**config.mk**
```make
export PLATFORM = sky130hd
export DESIGN_NAME = irq_cpu_iface
export DESIGN_NICKNAME = d
export VERILOG_FILES = /design/src/rtl/irq_cif_pkg.sv /design/src/rtl/irq_cif_regs.sv /design/src/rtl/irq_cif_gate.sv /design/src/rtl/irq_cif_active.sv /design/src/rtl/irq_cpu_iface.sv
export SDC_FILE = /design/constraint.sdc
export NUM_CORES = 1
export LEC_CHECK = 0
export BUFFER_PORTS_ARGS = -buffer_cell sky130_fd_sc_hd__buf_2
export CAP_MARGIN = 40
export CORE_AREA = 2 2 91 58
export DETAILED_ROUTE_END_ITERATION = 12
export DIE_AREA = 0 0 93 60
export PLACE_DENSITY = 0.79
export SETUP_SLACK_MARGIN = 0.5
export SLEW_MARGIN = 30
export SYNTH_ARGS = -nofsm -noshare
export SYNTH_HDL_FRONTEND = slang
export SYNTH_SLANG_ARGS = --single-unit
```
**constraint.sdc**
```tcl
create_clock -name clk -period 2.6 [get_ports clk]
set_input_delay 0.52 -clock clk [delete_from_list [all_inputs] [get_ports clk]]
set_output_delay 0.52 -clock clk [all_outputs]
set_load 0.02 [all_outputs]
```
**src/rtl/irq_cif_pkg.sv**
```systemverilog
// Package: register offsets and derived constants shared by the
// per-CPU interrupt interface. Assumes byte offsets on an 8-bit address.
package irq_cif_pkg;

    localparam int CIF_ADDR_W = 8;

    localparam logic [CIF_ADDR_W-1:0] OFS_CTRL  = 8'h00;
    localparam logic [CIF_ADDR_W-1:0] OFS_PMASK = 8'h04;
    localparam logic [CIF_ADDR_W-1:0] OFS_ACK   = 8'h0C;
    localparam logic [CIF_ADDR_W-1:0] OFS_EOI   = 8'h10;
    localparam logic [CIF_ADDR_W-1:0] OFS_RUN   = 8'h14;
    localparam logic [CIF_ADDR_W-1:0] OFS_PEND  = 8'h18;

    // Decoded register-port operation for this cycle
    typedef struct packed {
        logic wr_ctrl;
        logic wr_pmask;
        logic wr_eoi;
        logic rd_ack;
    } cif_op_t;

endpackage

```
**src/rtl/irq_cif_regs.sv**
```systemverilog
// Module: configuration registers of the per-CPU interface.
// Holds the signalling enable and the implemented upper bits of the
// priority threshold. Assumes writes are decoded by the caller.
module irq_cif_regs #(
    parameter int PRIO_W    = 8,
    parameter int MASK_IMPL = 4,
    parameter int DATA_W    = 32
) (
    input  logic              clk,
    input  logic              rst_n,
    input  logic              wr_ctrl,
    input  logic              wr_pmask,
    input  logic [DATA_W-1:0] wdata,
    output logic              sig_en,
    output logic [PRIO_W-1:0] mask_val
);
    localparam int LOW_W = PRIO_W - MASK_IMPL;

    logic [MASK_IMPL-1:0] mask_hi;

    // Enable bit and threshold upper bits, cleared by reset
    always_ff @(posedge clk) begin
        if (!rst_n) begin
            sig_en  <= 1'b0;
            mask_hi <= '0;
        end else begin
            if (wr_ctrl)
                sig_en <= wdata[0];
            if (wr_pmask)
                mask_hi <= wdata[PRIO_W-1:LOW_W];
        end
    end

    // Rebuild the full-width threshold with unimplemented bits as zero
    generate
        if (LOW_W > 0) begin : g_pad
            assign mask_val = {mask_hi, {LOW_W{1'b0}}};
        end else begin : g_full
            assign mask_val = mask_hi;
        end
    endgenerate

endmodule

```
**src/rtl/irq_cif_gate.sv**
```systemverilog
// Module: qualification of the distributor candidate.
// Purely combinational; a candidate qualifies when signalling is on,
// it is valid, beats the threshold strictly and nothing is in service.
module irq_cif_gate #(
    parameter int PRIO_W = 8
) (
    input  logic              sig_en,
    input  logic              cand_valid,
    input  logic [PRIO_W-1:0] cand_prio,
    input  logic [PRIO_W-1:0] mask_val,
    input  logic              busy,
    output logic              qualify
);
    logic beats_mask;

    // Strict numeric comparison against the threshold
    always_comb begin
        beats_mask = (cand_prio < mask_val);
        qualify    = sig_en && cand_valid && beats_mask && !busy;
    end

endmodule

```
**src/rtl/irq_cif_active.sv**
```systemverilog
// Module: in-service tracking for one active interrupt.
// Captures ID, source and priority on an accepted acknowledge and
// retires them only on an end-of-interrupt word that matches both.
module irq_cif_active #(
    parameter int ID_W   = 10,
    parameter int SRC_W  = 3,
    parameter int PRIO_W = 8
) (
    input  logic              clk,
    input  logic              rst_n,
    input  logic              take,
    input  logic [ID_W-1:0]   cand_id,
    input  logic [SRC_W-1:0]  cand_src,
    input  logic [PRIO_W-1:0] cand_prio,
    input  logic              eoi_wr,
    input  logic [ID_W-1:0]   eoi_wid,
    input  logic [SRC_W-1:0]  eoi_wsrc,
    output logic              active,
    output logic [ID_W-1:0]   act_id,
    output logic [SRC_W-1:0]  act_src,
    output logic [PRIO_W-1:0] run_prio,
    output logic              retire
);
    localparam logic [PRIO_W-1:0] IDLE_PRIO = '1;

    // A retire needs a live interrupt and an exact ID and source match
    always_comb begin
        retire = eoi_wr && active && (eoi_wid == act_id) && (eoi_wsrc == act_src);
    end

    // Service state: set on take, cleared on a matching retire
    always_ff @(posedge clk) begin
        if (!rst_n) begin
            active   <= 1'b0;
            act_id   <= '0;
            act_src  <= '0;
            run_prio <= IDLE_PRIO;
        end else if (retire) begin
            active   <= 1'b0;
            run_prio <= IDLE_PRIO;
        end else if (take) begin
            active   <= 1'b1;
            act_id   <= cand_id;
            act_src  <= cand_src;
            run_prio <= cand_prio;
        end
    end

endmodule

```
**src/rtl/irq_cpu_iface.sv**
```systemverilog
// Module: per-CPU interrupt acknowledge interface (top).
// Filters the distributor candidate, drives the processor line, and
// serves the control, threshold, acknowledge, end-of-interrupt,
// running-priority and highest-pending registers. Read data is
// combinational; side effects land on the closing clock edge.
module irq_cpu_iface #(
    parameter int ID_W      = 10,
    parameter int SRC_W     = 3,
    parameter int PRIO_W    = 8,
    parameter int MASK_IMPL = 4,
    parameter int DATA_W    = 32,
    parameter int ADDR_W    = irq_cif_pkg::CIF_ADDR_W
) (
    input  logic              clk,
    input  logic              rst_n,
    input  logic              cand_valid,
    input  logic [ID_W-1:0]   cand_id,
    input  logic [SRC_W-1:0]  cand_src,
    input  logic [PRIO_W-1:0] cand_prio,
    input  logic              reg_rd,
    input  logic              reg_wr,
    input  logic [ADDR_W-1:0] reg_addr,
    input  logic [DATA_W-1:0] reg_wdata,
    output logic [DATA_W-1:0] reg_rdata,
    output logic              cpu_irq,
    output logic              ack_stb,
    output logic [ID_W-1:0]   ack_id,
    output logic              eoi_stb,
    output logic [ID_W-1:0]   eoi_id
);
    import irq_cif_pkg::*;

    localparam int WORD_W = ID_W + SRC_W;
    localparam logic [ID_W-1:0] SPUR_ID = '1;

    cif_op_t           op;
    logic              sig_en;
    logic [PRIO_W-1:0] mask_val;
    logic              qualify;
    logic              active;
    logic [ID_W-1:0]   act_id;
    logic [SRC_W-1:0]  act_src;
    logic [PRIO_W-1:0] run_prio;
    logic              retire;
    logic [WORD_W-1:0] cand_word;
    logic [WORD_W-1:0] pend_word;

    // Decode the register-port strobes into operations
    always_comb begin
        op.wr_ctrl  = reg_wr && (reg_addr == ADDR_W'(OFS_CTRL));
        op.wr_pmask = reg_wr && (reg_addr == ADDR_W'(OFS_PMASK));
        op.wr_eoi   = reg_wr && (reg_addr == ADDR_W'(OFS_EOI));
        op.rd_ack   = reg_rd && (reg_addr == ADDR_W'(OFS_ACK));
    end

    irq_cif_regs #(
        .PRIO_W    (PRIO_W),
        .MASK_IMPL (MASK_IMPL),
        .DATA_W    (DATA_W)
    ) u_regs (
        .clk      (clk),
        .rst_n    (rst_n),
        .wr_ctrl  (op.wr_ctrl),
        .wr_pmask (op.wr_pmask),
        .wdata    (reg_wdata),
        .sig_en   (sig_en),
        .mask_val (mask_val)
    );

    irq_cif_gate #(
        .PRIO_W (PRIO_W)
    ) u_gate (
        .sig_en     (sig_en),
        .cand_valid (cand_valid),
        .cand_prio  (cand_prio),
        .mask_val   (mask_val),
        .busy       (active),
        .qualify    (qualify)
    );

    irq_cif_active #(
        .ID_W   (ID_W),
        .SRC_W  (SRC_W),
        .PRIO_W (PRIO_W)
    ) u_active (
        .clk       (clk),
        .rst_n     (rst_n),
        .take      (ack_stb),
        .cand_id   (cand_id),
        .cand_src  (cand_src),
        .cand_prio (cand_prio),
        .eoi_wr    (op.wr_eoi),
        .eoi_wid   (reg_wdata[ID_W-1:0]),
        .eoi_wsrc  (reg_wdata[WORD_W-1:ID_W]),
        .active    (active),
        .act_id    (act_id),
        .act_src   (act_src),
        .run_prio  (run_prio),
        .retire    (retire)
    );

    // Processor line and distributor strobes
    always_comb begin
        cpu_irq = qualify;
        ack_stb = op.rd_ack && qualify;
        ack_id  = cand_id;
        eoi_stb = retire;
        eoi_id  = act_id;
    end

    // Words returned by acknowledge and highest-pending reads
    always_comb begin
        cand_word = qualify    ? {cand_src, cand_id} : {{SRC_W{1'b0}}, SPUR_ID};
        pend_word = cand_valid ? {cand_src, cand_id} : {{SRC_W{1'b0}}, SPUR_ID};
    end

    // Read multiplexer; unmapped offsets read zero
    always_comb begin
        reg_rdata = '0;
        if (reg_rd) begin
            unique case (reg_addr)
                ADDR_W'(OFS_CTRL):  reg_rdata = DATA_W'(sig_en);
                ADDR_W'(OFS_PMASK): reg_rdata = DATA_W'(mask_val);
                ADDR_W'(OFS_ACK):   reg_rdata = DATA_W'(cand_word);
                ADDR_W'(OFS_RUN):   reg_rdata = DATA_W'(run_prio);
                ADDR_W'(OFS_PEND):  reg_rdata = DATA_W'(pend_word);
                default:            reg_rdata = '0;
            endcase
        end
    end

endmodule

```
---- After elaboration in Yosys (flattened, before gate mapping) ----
Cells that the tools add are included.
word-level totals
  flip-flop bits (word level) ............. 27
  output and inout port bits .............. 55
  word-level logic and storage cells ...... 35
operators by class
  order comparisons ....................... 1
  equal/unequal tests ..................... 7
  multiplexer cells ....................... 4
  bitwise operators ....................... 2
  reduce and logical (&&, ||, !) cells .... 15
operators by type and width
  kind                  count
  $pmux W13 S5          1
  $mux W13              3
  $eq A8 B5 Y1 const B  3
  $logic_and A1 B1 Y1   11
  $eq A10 B10 Y1        1
  $eq A8 B3 Y1 const B  1
  $eq A8 B4 Y1 const B  1
  $logic_not A8 Y1      1
  $lt A8 B8 Y1          1
  $eq A3 B3 Y1          1
  $not A1 Y1            2
  $reduce_and A2 Y1     1
  $reduce_or A2 Y1      1
  $logic_not A1 Y1      1

---- Longest topological paths before layout ----
Gate-level depths: netlist (run 1).
  word-level depth ........................ 7
  gate-level depth with buffers ........... 8
  mapped depth without buffers ............ 7

---- Hierarchy ----
From an unflattened synthesis (run 1), not the netlist that was laid out.
second synthesis, totals
  cells, all modules ...................... 260
  area total of the unflattened synthesis .. 2,198.4 um^2
by module, submodules not included
  module          instances  cells each  area an instance (um^2)
  irq_cif_active  1          106         1,004.7
  irq_cpu_iface   1          109         782.0
  irq_cif_regs    1          21          226.5
  irq_cif_gate    1          24          185.2

---- Least setup slack after synthesis (run 1) ----
Ideal clock, no wire load.
  kind .................................... in2out
  start ................................... in reg_addr[7]
  end ..................................... out ack_stb
  arrival time ............................ 2,313 ps
  setup slack ............................. -233 ps
  stages on the path ...................... 4
  path buffers ............................ 0
  cells stage by stage .................... nor2_1 > nor4b_2 > nand2_1 > a2111oi_0
on the way
  word-level cells in the longest chain between the ends .. 3
ends and longest elaborated chain
  item                 line                  RTL
  start: declaration   irq_cpu_iface.sv:22   input logic [ADDR_W-1:0] reg_addr,
  $eq A8 B4 Y1         irq_cpu_iface.sv:53   op.rd_ack = reg_rd && (reg_addr == ADDR_W'(OFS_ACK));
  $logic_and A1 B1 Y1  irq_cpu_iface.sv:53
  $logic_and A1 B1 Y1  irq_cpu_iface.sv:105  ack_stb = op.rd_ack && qualify;
  end: declaration     irq_cpu_iface.sv:26   output logic ack_stb,
No other way between the ends.

---- Worst setup path in the final report (run 1) ----
  start ................................... reg u_regs.mask_hi[1]
  end ..................................... out reg_rdata[0]
on the way
  word-level cells in the longest chain between the ends .. 6
ends and longest elaborated chain
  item                               line                  RTL
  start: declaration                 irq_cif_regs.sv:19    logic [MASK_IMPL-1:0] mask_hi;
  start signal: assignment           irq_cif_regs.sv:30    mask_hi <= wdata[PRIO_W-1:LOW_W];
  $lt A8 B8 Y1                       irq_cif_gate.sv:18    beats_mask = (cand_prio < mask_val);
  $logic_and A1 B1 Y1 (2 in series)  irq_cif_gate.sv:19    qualify = sig_en && cand_valid && beats_mask && !busy;
  $mux W13                           irq_cpu_iface.sv:113  cand_word = qualify ? {cand_src, cand_id} : {{SRC_W{1'b0}}, SPUR_ID};
  $pmux W13 S5                       irq_cpu_iface.sv:121  unique case (reg_addr)
  $mux W13                           irq_cpu_iface.sv:120  if (reg_rd) begin
  end: declaration                   irq_cpu_iface.sv:24   output logic [DATA_W-1:0] reg_rdata,
No other way between the ends.

==> results of run 1 <==
==> worst max path at each step <==
| stage | start | to | slack, ns | cells after the start |
|---|---|---|---|---|
| after floorplan | reg_addr[2] | reg_rdata[0] | 0.30 | 5 |
| after global placement | cand_prio[5] | reg_rdata[7] | 0.13 | 8 |
| after detailed placement | reg_addr[7] | reg_rdata[8] | 0.11 | 7 |
| after CTS | u_regs.mask_hi[1]$_SDFFE_PN0P_ | reg_rdata[0] | 0.12 | 8 |
| after global routing | u_regs.mask_hi[1]$_SDFFE_PN0P_ | reg_rdata[12] | 0.09 | 7 |
| final | u_regs.mask_hi[1]$_SDFFE_PN0P_ | reg_rdata[0] | 0.17 | 8 |
==> stage by stage <==
step,utilization,cells
floorplan,-,248
global placement,0.533,371
detailed placement,0.533,371
CTS,0.588,381
global route,0.602,384
finish,0.602,384
==> where the power goes <==
group          total (mW)  internal, mW  switching, mW  leakage (nW)
registers           0.413         0.413      0.0000829         0.220
clock network       0.260         0.109          0.151        0.0217
logic               0.199        0.0746          0.124          1.00
==> timing repair <==
item | CTS | global route
endpoints found under the setup margin | 17 | 37
setup buffers | 5 | 3
resized for setup | 48 | 13
hold buffers | 0 | 0
gates cloned | 1 | 0
pin swaps | 7 | 10
==> cells by family (layout without fill, tap and decap cells) <==
kind of cell	Yosys count	in the layout	share of synthesized area
XOR/XNOR	13	13	0.0568
flip-flops	27	27	0.270
multiplexers	18	18	0.0899
buffers and inverters	44	113	0.141
other	1	19	0.00187
AO/OA/AOI/OAI	43	43	0.165
adder cells (fa/ha/maj)	3	3	0.0187
AND/OR/NAND/NOR	81	82	0.257
==> synth_stat cells (all sizes together) (2+ instances only) <==
master,instances,area [sq um]
nand2b,9,56.3
o21ai,2,10.0
nand2,8,30.0
mux2i,18,180
xor2,13,114
nor2b,29,181
inv,5,18.8
a22o,5,43.8
a21oi,3,15.0
nor4,4,40.0
nand3,2,10.0
clkbuf,6,22.5
nor3b,3,22.5
a22oi,7,52.6
and3,3,18.8
ha,3,37.5
nor4b,3,32.5
buf,33,241
nor2,12,45.0
o22ai,8,50.1
dfxtp,27,541
a211o,9,78.8
==> state kept, by name, summed over array words and instances, names as in the netlist <==
signal / cells
u_active.run_prio: 8
u_regs.mask_hi: 4
u_active.act_src: 3
u_active.active: 1
u_active.act_id: 10
u_regs.sig_en: 1
==> metal layers <==
metal  track usage  vias to the layer above  wire length [um]  part of all wire
li1              -                      945                 -                 -
met1         0.318                      918              2840              0.46
met2         0.329                      102              2660              0.43
met3        0.0605                        6               579             0.095
met4        0.0462                        0                48            0.0078
met5             0                        -                 0                 0
==> cell type report <==
cell class                 count  area share
clock buffer                   3      0.0143
clock inverter                 1     0.00260
inverter                       5     0.00649
multi-input combinational    178       0.520
sequential                    27       0.189
tap                           66      0.0285
timing repair buffer         104       0.239
==> results by group, run 1 <==
Timing
  – Final Max Slew Viols: 0
  – Fmax: a little over 400 MHz
  – Final Hold Viols: 0
  – Final Skew: around 0.0036 ns
  – Hold WS: 0.434 ns
  – Worst setup margin: around 0.17 ns
  – Setup violators final: 0
  – RSZ-0062 raised after global routing: yes
  – Fin crit share: 0.934
  – Tmin final: 2.43 ns
  – Setup TNS Final: 0 ns

Die
  – Die area: 0.00558 sq mm
  – Row Count: 20
  – Initial Utilization: 0.417
  – Chip Height: 60 um
  – Die width: approximately 93 um
  – Top Ports: roughly 120
  – Core area: roughly 0.0048 sq mm

Setup path
  – Crit path max fanout: 5
  – R2R depth: 8
  – FF-to-FF End: u_active.run_prio[4]$_SDFFE_PP1P_
  – Cells along the critical path: inv_2, ha_4, a211o_1, a21o_4, buf_6, nor2_4, o22ai_2, buf_6
  – R2r setup slk: a little over 0.6 ns
  – Reg2reg start: u_regs.mask_hi[1]$_SDFFE_PN0P_
  – Worst EP required: ~2.1 ns
  – Worst path most repeated cell: buf_6
  – Critical path launch point type: flop
  – Critical path's largest stage delay: around 0.36 ns
  – Buf/Inv on CP: 3
  – Arrival @ worst endpoint: between 1.5 and 2 ns
  – Worst Setup End Kind: output pin
  – Delay-heaviest family, CP: compound AO/OA/AOI/OAI gates
  – Kind of critical path: reg -> out
  – Critical-path top delay cell: dfxtp_2

GRT
  – Initial antenna violation count: 0
  – Congestion Overflow GR: 0
  – All-layer global routing usage: 0.220
  – Vias in the first global route: about 1800
  – Pin count of the biggest net entering global routing: 20
  – Global-route wire length before repair: roughly 9300 um

Finish
  – Most frequent cells in the layout: 66 x buf_2, 28 x nor2b_1, 23 x dfxtp_1, 20 x buf_4, 19 x conb_1
  – Synthesis-to-layout area growth: 44.3%
  – Area of the multi-input gates: roughly 0.0015 sq mm
  – Number of diodes: 0
  – Nets: 388
  – Post-route cell area: between 0.002 and 0.003 sq mm
  – FF+latch area: ~550 sq um
  – Leading cell type in the layout, fill and taps excluded: buf_2
  – Share of cells above drive strength 1: 0.481
  – Fillers: about 440

Drt
  – Vias per cell: ~5.1
  – WL per Instance: 15.9 um
  – Post-Route WL: about 6000 um
  – Vias: 1971
  – Antenna Nets Post-Route: 0
  – DRC: 0
  – Detailed router's first-iteration violation count: 95
  – First-pass DRT Iterations: 4

Power and ir drop
  – Maximum VDD drop: 0.000185 V
  – Leak: 1.24 nW
  – Power per cell area: 301 mW/mm^2
  – Overall power: between 800 and 900 uW

CTS
  – Inserted Clock Buffers: 3
  – CTS tree: yes
  – CTS Sinks: 27
  – Clock buffer depth: 2
  – Clock transition at path regs: 0.10 ns
  – H-tree levels: 1
  – Worst skew pair latency: 0.28 ns
  – Clock root cell: clkbuf_8

Placement
  – Placed Area: between 0.002 and 0.003 sq mm
  – Pre-CTS worst setup slack: 0.112 ns
  – # port buffers: 82
  – GPL Wtd Cong: 0.899
  – Dpl hpwl: between 4000 and 5000 um

Synthesis
  – Mapped Area: ~0.002 sq mm
  – Syn_area_per_cell: around 8.7 sq um
  – Seq cells post-synth: 27
  – Synth Flop Type: dfxtp_1
  – Number of enable flip-flop cells after synthesis: 0
  – Post-synthesis cell type count: 44
  – Synth Warn #: 0
  – Ys async rst share: 0
  – Synth Instances: 230
  – Register area share after synthesis: 0.270

Hold path
  – Worst hold stages: 2
  – WHS Endpoint: u_active.run_prio[1]$_SDFFE_PP1P_
  – Hold wc startpoint: cand_prio[1]
  – HP Class: in -> reg

Status
  – Status: finished, final reports clean

Job
  – Max_cap viols: 0
No activity file was read; power rests on OpenSTA's default activity.
==> run 2: changes to the inputs <==
- SETUP_SLACK_MARGIN: 0.5 -> 0.4
==> results by group, run 2 (synthesis results as in run 1) <==
Status
  – Status: finished, final reports clean

Timing
  – Final Hold Viols: 0
  – Tmin final: roughly 2.5 ns
  – Final Max Slew Viols: 0
  – Final Skew: approximately 0.009 ns
  – Fmax: between 400 and 500 MHz
  – Fin crit share: 0.943
  – RSZ-0062 raised after global routing: yes
  – Setup TNS Final: 0 ns
  – Setup violators final: 0

Placement
  – Dpl hpwl: 4410 um
  – # port buffers: slightly above 80
  – Placed Area: 0.00249 sq mm
  – GPL Wtd Cong: around 0.9

Die
  – Chip Height: 60 um
  – Top Ports: roughly 120
  – Core area: ~0.0048 sq mm
  – Die width: ~93 um
  – Row Count: 20
  – Die area: approximately 0.0056 sq mm
  – Initial Utilization: 0.417

Setup path
  – FF-to-FF End: u_active.run_prio[6]$_SDFFE_PP1P_
  – Worst EP required: between 2 and 2.5 ns
  – Critical path launch point type: flop
  – Buf/Inv on CP: 3
  – R2r setup slk: between 0.6 and 0.7 ns
  – Worst path depth: 8
  – Critical-path top delay cell: dfxtp_2
  – Worst Setup End Kind: output pin
  – Arrival @ worst endpoint: approximately 1.9 ns
  – Crit path max fanout: 10
  – Reg2reg start: u_regs.mask_hi[1]$_SDFFE_PN0P_
  – Delay-heaviest family, CP: compound AO/OA/AOI/OAI gates
  – Critical Path End: reg_rdata[9]
  – Critical path origin: u_regs.mask_hi[1]$_SDFFE_PN0P_
  – Critical path's largest stage delay: between 0.3 and 0.4 ns
  – Kind of critical path: reg -> out
  – R2R depth: 8
  – Cells along the critical path: inv_2, ha_4, a211o_1, a21o_1, buf_6, a31oi_4, a21oi_2, buf_2

Finish
  – Fillers: ~420
  – Leading cell type in the layout, fill and taps excluded: buf_2
  – Share of cells above drive strength 1: 0.437
  – Largest registers: u_active.act_id (10), u_active.run_prio (8), u_regs.mask_hi (4)
  – Nets: 379
  – Number of diodes: 0
  – Synthesis-to-layout area growth: 33.6%
  – Most frequent cells in the layout: 72 x buf_2, 26 x nor2b_1, 24 x dfxtp_1, 19 x conb_1, 19 x buf_4
  – Post-route cell area: ~0.0027 sq mm
  – Largest reg by FF count: u_active.act_id
  – Max FFs per register: 10

GRT
  – Pin count of the biggest net entering global routing: 31
  – Vias in the first global route: roughly 1700
  – Initial antenna violation count: 0
  – Global-route wire length before repair: around 8600 um
  – Congestion Overflow GR: 0
  – All-layer global routing usage: 0.198

CTS
  – Clock transition at path regs: about 0.1 ns
  – H-tree levels: 1
  – Clock buffer depth: 2
  – CTS tree: yes
  – Cts hold-fix bufs: 0
  – CTS Sinks: 27
  – Worst skew pair latency: 0.28 ns
  – Inserted Clock Buffers: 3
  – Clock root cell: clkbuf_8

Drt
  – First-pass DRT Iterations: 4
  – Top sig layer: met4
  – Detailed router's first-iteration violation count: just under 200
  – Vias per cell: around 5
  – WL per Instance: 14.9 um
  – DRC: 0
  – Vias: roughly 1900
  – Met3 Routed Length: around 540 um
  – Met2 WL post-DR: roughly 2400 um
  – Wl on met1: 2570 um
  – Post-Route WL: ~5600 um
  – Antenna Nets Post-Route: 0

Job
  – Max_cap viols: 0

Hold path
  – HP Class: in -> reg

Power and ir drop
  – Power per cell area: about 320 mW/mm^2
  – Maximum VDD drop: between 0.0002 and 0.0003 V
  – Leak: between 1 and 1.5 nW
[run 2: cell types whose count changed in the layout (fill, tap and decap cells not counted), moves of 2 or more]
| cell | previous run | this run |
|---|---|---|
| nor2b_1 | 28 | 26 |
| buf_2 | 66 | 72 |
| nor2_4 | 5 | 0 |
| nor2_1 | 3 | 9 |
| nor2b_2 | 1 | 3 |
| buf_6 | 17 | 4 |
[run 2: per-stage QoR]
step	total power, mW	instances	hold slack (ns)	utilization	setup slack [ns]
5_1_grt	0.881	375	0.448	0.558	0.0842
2_1_floorplan	0.553	248	0.455	-	0.299
3_5_place_dp	0.600	367	0.503	0.519	0.0717
4_1_cts	0.852	374	0.447	0.551	0.176
3_3_place_gp	0.597	367	0.503	0.519	0.0952
6_report	0.849	375	0.447	0.558	0.148
[run 2: area by class of cell]
type | instances | area (sq um) | area share
sequential | 27 | 544 | 0.203
timing repair buffer | 96 | 568 | 0.212
multi-input combinational | 177 | 1420 | 0.528
inverter | 5 | 18.8 | 0.00701
clock buffer | 3 | 41.3 | 0.0154
clock inverter | 1 | 8.76 | 0.00327
tap | 66 | 82.6 | 0.0308
[run 2: worst min-delay path by stage]
stage,startpoint,slack [ns],cells past startpoint,to
3_3_place_gp,u_active.active$_SDFFE_PP0P_,0.50,2,u_active.active$_SDFFE_PP0P_
4_1_cts,cand_prio[3],0.45,2,u_active.run_prio[3]$_SDFFE_PP1P_
5_1_grt,cand_prio[3],0.45,2,u_active.run_prio[3]$_SDFFE_PP1P_
3_5_place_dp,u_active.active$_SDFFE_PP0P_,0.50,2,u_active.active$_SDFFE_PP0P_
6_report,cand_prio[3],0.45,2,u_active.run_prio[3]$_SDFFE_PP1P_
2_1_floorplan,u_active.active$_SDFFE_PP0P_,0.46,2,u_active.active$_SDFFE_PP0P_
[run 2: worst reg2reg max path: stages, from the launching register on]
cell	delay (ns)
dfxtp_2	0.36
inv_2	0.05
ha_4	0.20
a211o_1	0.27
buf_4	0.16
a211oi_4	0.23
buf_12	0.23
nor2b_1	0.07
a211o_1	0.27
[run 2: what timing repair did]
item / in CTS / in global routing
endpoints found under the setup margin: 16 / 16
gates resized for setup: 24 / 7
pin swaps: 5 / 5
buffers inserted: 3 / 1
[run 2: power by group]
part | internal, mW | switching [mW] | leakage, nW
combinational | 0.0704 | 0.114 | 0.954
sequential | 0.413 | 0.0000845 | 0.219
clock | 0.112 | 0.139 | 0.0261
total | 0.596 | 0.253 | 1.20
[run 2: metal layers]
layer / GRT usage / up-vias
met5: 0 / -
met4: 0.0420 / 0
met3: 0.0353 / 6
met2: 0.298 / 101
met1: 0.296 / 895
li1: - / 925
==> run 3: changes to the inputs <==
- CORE_AREA: 2 2 91 58 -> 2 2 65 79
- DIE_AREA: 0 0 93 60 -> 0 0 67 81
- PLACE_DENSITY: 0.79 -> 0.8
==> results by group, run 3 (synthesis results as in run 1) <==
Drt
  – WL per Instance: between 15 and 20 um
  – Antenna Nets Post-Route: 0
  – First-pass DRT Iterations: 4
  – Post-Route WL: approximately 5700 um
  – Detailed router's first-iteration violation count: 51
  – Vias per cell: around 5.3
  – Vias: around 2000
  – DRC: 0

Placement
  – # port buffers: between 80 and 90
  – GPL Wtd Cong: just over 0.8
  – Placed Area: ~0.0025 sq mm
  – Dpl hpwl: about 4200 um
  – Pre-CTS worst setup slack: between 0.005 and 0.006 ns

Finish
  – Largest registers: u_active.act_id (10), u_active.run_prio (8), u_regs.mask_hi (4)
  – Synthesis-to-layout area growth: 42.2%
  – Most frequent cells in the layout: 68 x buf_2, 28 x nor2b_1, 22 x dfxtp_1, 19 x conb_1, 19 x buf_4
  – Leading cell type in the layout, fill and taps excluded: buf_2
  – Post-route cell area: ~0.0029 sq mm
  – Largest reg by FF count: u_active.act_id
  – Max FFs per register: 10
  – Number of diodes: 0
  – Share of cells above drive strength 1: 0.484
  – Nets: slightly below 400

Die
  – Initial Utilization: 0.421
  – Row Count: 28
  – Chip Height: 81 um
  – Die width: between 60 and 70 um
  – Top Ports: between 100 and 150
  – Core area: ~0.0048 sq mm
  – Die area: approximately 0.0054 sq mm

Status
  – Status: finished, final reports clean

Setup path
  – Cells along the critical path: inv_2, ha_4, a211o_1, a21o_4, o21ai_4, and3_4, buf_6
  – Worst Setup End Kind: output pin
  – Kind of critical path: reg -> out
  – Delay-heaviest family, CP: compound AO/OA/AOI/OAI gates
  – Buf/Inv on CP: 2
  – Critical-path top delay cell: dfxtp_2
  – Crit path max fanout: 4
  – Arrival @ worst endpoint: around 1.9 ns
  – Worst EP required: between 2 and 2.5 ns
  – Critical path's largest stage delay: ~0.35 ns
  – Critical path launch point type: flop

GRT
  – Congestion Overflow GR: 0
  – GRT met1 Usage: 0.253
  – Global-route wire length before repair: between 8000 and 9000 um
  – Vias in the first global route: between 1500 and 2000
  – Busiest grt layer: met2
  – Initial antenna violation count: 0
  – Grt met2 use: 0.370
  – All-layer global routing usage: 0.210
  – Pin count of the biggest net entering global routing: 31
  – GRT met3 Usage: 0.0277

Power and ir drop
  – Maximum VDD drop: 0.000180 V
  – Internal power: ~600 uW
  – Overall power: 854 uW
  – P_sw: approximately 260 uW
  – Combinational share of power: 0.225
  – Part of the power in the clock network: 0.291
  – Leak: 1.23 nW
  – Power per cell area: 300 mW/mm^2
  – Net Sw Frac: 0.303
  – Sequential fraction of design power: 0.484

Timing
  – Worst setup margin: around 0.15 ns
  – Fmax: 408 MHz
  – Fin crit share: 0.942
  – Setup violators final: 0
  – RSZ-0062 raised after global routing: yes
  – Final Hold Viols: 0
  – Final Skew: around 0.0062 ns
  – Tmin final: 2.45 ns
  – Setup TNS Final: 0 ns
  – Final Max Slew Viols: 0

CTS
  – Clock root cell: clkbuf_8
  – Worst skew pair latency: around 0.28 ns
  – Inserted Clock Buffers: 3
  – CTS tree: yes
  – Clock transition at path regs: around 0.1 ns
  – Clock buffer depth: 2
  – H-tree levels: 1
  – CTS Sinks: 27

Job
  – Max_cap viols: 0

Hold path
  – HP Class: in -> reg
## run 3: final timing paths
check,startpoint,end,slack [ns],depth (start not counted)
worst max-delay path,u_regs.mask_hi[1]$_SDFFE_PN0P_,reg_rdata[11],0.15,7
worst min-delay path,cand_prio[0],u_active.run_prio[0]$_SDFFE_PP1P_,0.44,2
worst max register to register,u_regs.mask_hi[1]$_SDFFE_PN0P_,u_active.run_prio[4]$_SDFFE_PP1P_,0.41,10
worst min register to register,u_active.active$_SDFFE_PP0P_,u_active.active$_SDFFE_PP0P_,0.52,2
## run 3: worst register-to-register path, stage by stage, from the launching register on
cell	delay [ns]
dfxtp_2	0.35
inv_2	0.05
ha_4	0.20
a211o_1	0.29
buf_4	0.15
buf_6	0.11
buf_4	0.13
a211oi_4	0.23
buf_12	0.23
nor2b_1	0.08
a211o_1	0.27
## run 3: repair_timing
action | 4_1_cts | 5_1_grt
gates resized for setup | 56 | 11
setup buffers | 7 | 4
pin swaps | 16 | 15
endpoints found under the setup margin | 16 | 37
hold buffers | 0 | 0
gates cloned | 1 | 0
## run 3: per-layer routing
metal  wire length, um  vias up  part of all wire
met5                 0        -                 0
met4               181        0             0.032
met3               323       14             0.057
met2              2980       86              0.52
met1              2210      954              0.39
li1                  -      939                 -
## run 3: power by group through the flow
stage / logic, mW / registers [mW] / clock network (mW)
final: 0.192 / 0.413 / 0.248
after global routing: 0.207 / 0.413 / 0.268
after CTS: 0.186 / 0.413 / 0.251
after detailed placement: 0.177 / 0.423 / 0
after global placement: 0.174 / 0.423 / 0
after floorplan: 0.130 / 0.423 / 0
## run 3: per-stage QoR
stage | utilization | hold WS (ns) | std cells
floorplan | - | 0.455 | 248
global placement | 0.520 | 0.493 | 360
detailed placement | 0.520 | 0.515 | 360
CTS | 0.585 | 0.440 | 372
global route | 0.598 | 0.449 | 376
finish | 0.598 | 0.444 | 376
## run 3: layout make-up
cell class / count / area [sq um]
clock buffers: 3 / 41.3
multi-input cells: 177 / 1490
fillers: 415 / 1910
repair buffers: 103 / 672
flip-flops and latches: 27 / 547
clock inverters: 1 / 7.51
well taps: 60 / 75.1
inverters: 5 / 18.8
